`config.mk`:
```
export PLATFORM = sky130hd
export DESIGN_NAME = tod_hold_interlock
export DESIGN_NICKNAME = d
export VERILOG_FILES = /design/src/rtl/ilk_pkg.sv /design/src/rtl/ilk_hold_ctl.sv /design/src/rtl/ilk_tick_defer.sv /design/src/rtl/ilk_ripple_timer.sv /design/src/rtl/tod_hold_interlock.sv
export SDC_FILE = /design/constraint.sdc
export NUM_CORES = 1
export LEC_CHECK = 0
export BUFFER_PORTS_ARGS = -buffer_cell sky130_fd_sc_hd__buf_2
export CORE_ASPECT_RATIO = 0.8
export CORE_MARGIN = 10
export CORE_UTILIZATION = 54
export CTS_CLUSTER_SIZE = 28
export DETAILED_ROUTE_END_ITERATION = 7
export PLACE_DENSITY = 0.84
export SYNTH_ARGS = -nofsm -noshare
export SYNTH_HDL_FRONTEND = slang
export SYNTH_HIERARCHICAL = 1
export SYNTH_SLANG_ARGS = --single-unit
```
`constraint.sdc`:
```
create_clock -name clk -period 2.47 [get_ports clk]
set_input_delay 0.247 -clock clk [delete_from_list [all_inputs] [get_ports clk]]
set_output_delay 0.247 -clock clk [all_outputs]
set_load 0.01 [all_outputs]
```
`src/rtl/ilk_pkg.sv`:
```
package ilk_pkg;

    typedef struct packed {
        logic sel;
        logic wr;
        logic hold_bit;
    } host_req_t;

    typedef enum logic [1:0] {
        ADV_NONE  = 2'b00,
        ADV_LIVE  = 2'b01,
        ADV_DEFER = 2'b10,
        ADV_BOTH  = 2'b11
    } adv_src_e;

    function automatic logic hold_next(input host_req_t r, input logic cur);
        if (!r.sel)
            return 1'b0;
        if (r.wr)
            return r.hold_bit;
        return cur;
    endfunction

    function automatic logic hold_set_write(input host_req_t r);
        return r.sel & r.wr & r.hold_bit;
    endfunction

endpackage

```
`src/rtl/ilk_hold_ctl.sv`:
```
module ilk_hold_ctl
    import ilk_pkg::*;
(
    input  logic      clk,
    input  logic      rst,
    input  host_req_t req,
    input  logic      ripple_now,
    output logic      hold_q,
    output logic      busy_lat
);

    always_ff @(posedge clk) begin
        if (rst) begin
            hold_q   <= 1'b0;
            busy_lat <= 1'b1;
        end else begin
            hold_q <= hold_next(req, hold_q);
            if (hold_set_write(req))
                busy_lat <= ripple_now;
        end
    end

endmodule

```
`src/rtl/ilk_tick_defer.sv`:
```
module ilk_tick_defer
    import ilk_pkg::*;
(
    input  logic clk,
    input  logic rst,
    input  logic tick,
    input  logic hold_q,
    output logic adv_d,
    output logic adv_q
);

    logic     pend_q;
    logic     pend_d;
    adv_src_e src;

    assign src = adv_src_e'({~hold_q & pend_q, tick & ~hold_q});

    always_comb begin
        pend_d = pend_q;
        adv_d  = 1'b0;
        unique case (src)
            ADV_NONE:  pend_d = pend_q | (tick & hold_q);
            ADV_LIVE:  adv_d  = 1'b1;
            ADV_DEFER: begin
                adv_d  = 1'b1;
                pend_d = 1'b0;
            end
            ADV_BOTH:  begin
                adv_d  = 1'b1;
                pend_d = 1'b1;
            end
            default:   adv_d = 1'b0;
        endcase
    end

    always_ff @(posedge clk) begin
        if (rst) begin
            pend_q <= 1'b0;
            adv_q  <= 1'b0;
        end else begin
            pend_q <= pend_d;
            adv_q  <= adv_d;
        end
    end

endmodule

```
`src/rtl/ilk_ripple_timer.sv`:
```
module ilk_ripple_timer #(
    parameter int BUSY_CYC = 19000
) (
    input  logic clk,
    input  logic rst,
    input  logic start,
    output logic active
);

    localparam int CW = $clog2(BUSY_CYC + 1);

    logic [CW-1:0] cnt_q;

    always_ff @(posedge clk) begin
        if (rst)
            cnt_q <= '0;
        else if (start)
            cnt_q <= CW'(BUSY_CYC);
        else if (cnt_q != '0)
            cnt_q <= cnt_q - 1'b1;
    end

    assign active = (cnt_q != '0);

endmodule

```
`src/rtl/tod_hold_interlock.sv`:
```
module tod_hold_interlock
    import ilk_pkg::*;
#(
    parameter int BUSY_CYC = 19000
) (
    input  logic clk,
    input  logic rst,
    input  logic tick_1hz,
    input  logic cs,
    input  logic wr_en,
    input  logic wr_hold,
    input  logic acc_req,
    input  logic acc_digit,
    output logic hold_o,
    output logic busy_o,
    output logic acc_grant,
    output logic adv_pulse,
    output logic ripple_o
);

    host_req_t req;
    logic      hold_q;
    logic      busy_lat;
    logic      adv_d;
    logic      adv_q;
    logic      rip_act;

    assign req = '{sel: cs, wr: wr_en, hold_bit: wr_hold};

    ilk_hold_ctl u_hold (
        .clk        (clk),
        .rst        (rst),
        .req        (req),
        .ripple_now (rip_act | adv_d),
        .hold_q     (hold_q),
        .busy_lat   (busy_lat)
    );

    ilk_tick_defer u_defer (
        .clk    (clk),
        .rst    (rst),
        .tick   (tick_1hz),
        .hold_q (hold_q),
        .adv_d  (adv_d),
        .adv_q  (adv_q)
    );

    ilk_ripple_timer #(.BUSY_CYC(BUSY_CYC)) u_timer (
        .clk    (clk),
        .rst    (rst),
        .start  (adv_d),
        .active (rip_act)
    );

    assign hold_o    = hold_q;
    assign busy_o    = hold_q ? busy_lat : 1'b1;
    assign adv_pulse = adv_q;
    assign ripple_o  = rip_act;
    assign acc_grant = acc_req & cs & (acc_digit ? (hold_q & ~busy_lat) : 1'b1);

endmodule

```
==> impl_metrics.toml <==
[run_status]
status = "finished clean"

[timing]
worst_pin_slew_ns = 0.509
slew_headroom = 0.658
setup_ws_ns = 0.142
finalSetupTns_ns = 0
finalSetupViolations = 0
holdWs_ns = 0.216
clock-skew-final_ns = 0.00783
hold_violations = 0
max_freq_ghz = 0.429
final.min_clock_period_ns = 2.33
rsz0062_at_grt = "no"
finalMaxSlewViolations = 0
post-route-period-util = 0.943

[worst_setup_path]
r2r_slack_ns = 0.37
endpoint_kind = "output port"
crit_end = "ripple_o"
path_cells = "inv_1, ha_1, or4b_4, nor4_4, inv_2, buf_2"
rr_endpoint = "u_hold/busy_lat"
slowest_delay_ns = 0.52
cp_data_arrival_time_ns = 2.08
startpoint_type = "flop"
crit_type = "reg -> out"
cp.depth = 6
cp_max_fo = 8
slowest_stage = "or4b_4"
path_buf_inv = 3
required_ns = 2.22
rr_worst_depth = 8
crit_family = "simple AND/OR/NAND/NOR gates"
crit_start = "u_timer/cnt_q[0]"
reg2reg_from = "u_timer/cnt_q[0]"

[die]
rows = 13
start_util = 0.575
io_pins = 13
dieArea_mm2 = 0.00383
core_mm2 = 0.00164
die_h_um = 57.4
die_x_um = 66.8

[place]
place_inst = 142
io_buffers = 12
gp_congestion = 0.856
place_hpwl_um = 1510
placed_cell_area_mm2 = 0.00103
dp_slack_ns = 0.370

[synthesis]
synth-seq-area-share = 0.403
synth_cell_type_count = 39
netlist_area_um2 = 945
synth_warnings = 6
syn_nets = 119
synth_seq_cells = 19
synth_cells = 110
yosysTopAreaCellShare = 0.403
synth_top_cell_by_area = "dfxtp_1"
synth_area_leaders = "dfxtp_1 40%, or4_1 5.6%, nor2_1 4.4%, a21oi_1 4.2%, or3_1 3.3%"
syn_avg_cell_area_um2 = 8.59

[final_layout]
final_common_cell = "dfxtp_1"
nNetsFinal = 134
n_antenna_cell = 0
syn2layout_area_growth_pct = 11.9
drive_gt1_frac = 0.202
final_cell_mix = "19 x dfxtp_1, 12 x buf_2, 11 x nor2_1, 8 x a21oi_1, 7 x or4_1"
final_cells = 146
finalInstanceArea_mm2 = 0.00106

[pwr]
p_per_area_mw_per_mm2 = 636
cellLeakagePower_nw = 0.412
ir_worst_vdd_uv = 408

[clock_network]
root_buffer = "clkbuf_4"
clkSinkCount = 19
cts_tree = "done"
clk_pin_slew_worst_paths_ns = 0.10
clock_path_buffers = 2
post_cts_buffers = 0
clock_latency_ns = 0.30
cts_max_level = 1
cts_made_buffers = 3

[detailed_routing]
firstDrtPassIters = 4
vias = 833
routed_via_density = 5.71
wl_per_cell_um = 14.2
wl_um = 2080
drc_errors = 0
drtIter0Drc = 32
route.antenna.remaining_nets = 0

[global_routing]
grt_max_degree = 14
grt_pass1_wl_um = 3510
grt.overflow.total = 0
grt_pass1_vias = 762
antenna_found_initial = 0
grt_usage = 0.115

[min_path]
hold_path_class = "in -> reg"

[run]
drv_cap = 0
-- how the worst min path moves through the flow --
stage                     depth (start not counted)           start             end  slack, ns
after floorplan                                   1             rst  u_defer/pend_q       0.32
after global placement                            2  u_defer/pend_q  u_defer/pend_q       0.47
after detailed placement                          2  u_defer/pend_q  u_defer/pend_q       0.47
after CTS                                         3        tick_1hz  u_defer/pend_q       0.20
after global routing                              3        tick_1hz  u_defer/pend_q       0.21
final                                             3        tick_1hz  u_defer/pend_q       0.22
-- registers in the layout, summed over array words and instances (netlist names) --
signal           cells
u_timer/cnt_q       15
u_defer/pend_q       1
u_defer/adv_q        1
u_hold/hold_q        1
u_hold/busy_lat      1
-- cells by family (layout without fill, tap and decap cells) --
logic type,count (synthesis),count (layout),synth area share
flops,19,19,0.403
compound gates,28,28,0.184
xor+xnor,1,1,0.00927
simple gates,50,50,0.332
mux,2,2,0.0212
fa+ha+maj,1,1,0.0132
buf+inv,9,23,0.0371
-- report_power, final --
group / switching, mW / internal (mW)
clock network: 0.0897 / 0.0629
logic: 0.0951 / 0.0692
registers: 0.0258 / 0.330
total: 0.211 / 0.462
-- stage by stage --
stage,util,power (mW)
floorplan,-,0.477
global placement,0.625,0.513
detailed placement,0.625,0.519
CTS,0.641,0.674
global route,0.644,0.716
finish,0.644,0.672
-- worst min-delay path, cell delays in order --
cell and delay, ns:
buf_2 0.11, nand2_1 0.06, a21oi_1 0.05
-- routing by layer --
layer / track usage / up-vias / wire length, um
met4: 0.0269 / 0 / 13
met1: 0.140 / 384 / 941
met3: 0.0507 / 2 / 93
met2: 0.180 / 14 / 1030
met5: 0 / - / 0
li1: - / 433 / -
-- cells in the mapped netlist (all sizes together) --
| cell | instances |
|---|---|
| dfxtp | 19 |
| nor2 | 11 |
| a21oi | 9 |
| or4 | 7 |
| inv | 6 |
| o21ai | 6 |
| nand2 | 5 |
| or3 | 5 |
| a31oi | 4 |
| nor3 | 4 |
| nor4 | 4 |
| or2 | 4 |
| nand3 | 3 |
| o31ai | 3 |
| buf | 2 |
| mux2i | 2 |
| nand2b | 2 |
| nor3b | 2 |
| a211oi | 1 |
| a21o | 1 |
| a31o | 1 |
| clkbuf | 1 |
| ha | 1 |
| nand3b | 1 |
| nor2b | 1 |
| o211ai | 1 |
| o21a | 1 |
| o31a | 1 |
| or4b | 1 |
| xnor2 | 1 |
-- cell type report --
class                           instances  area (um2)
Sequential cell                        19         380
Clock buffer                            4        26.3
Timing Repair Buffer                   13        67.6
Multi-Input combinational cell         82         533
Tap cell                               22        27.5
Fill cell                             146         586
Inverter                                6        22.5
-- timing repair --
action                                  in CTS  in global routing
endpoints found under the setup margin       0                  1
hold buffers                                 0                  0
resized for setup                            0                  1
No activity file was read; power rests on OpenSTA's default activity.
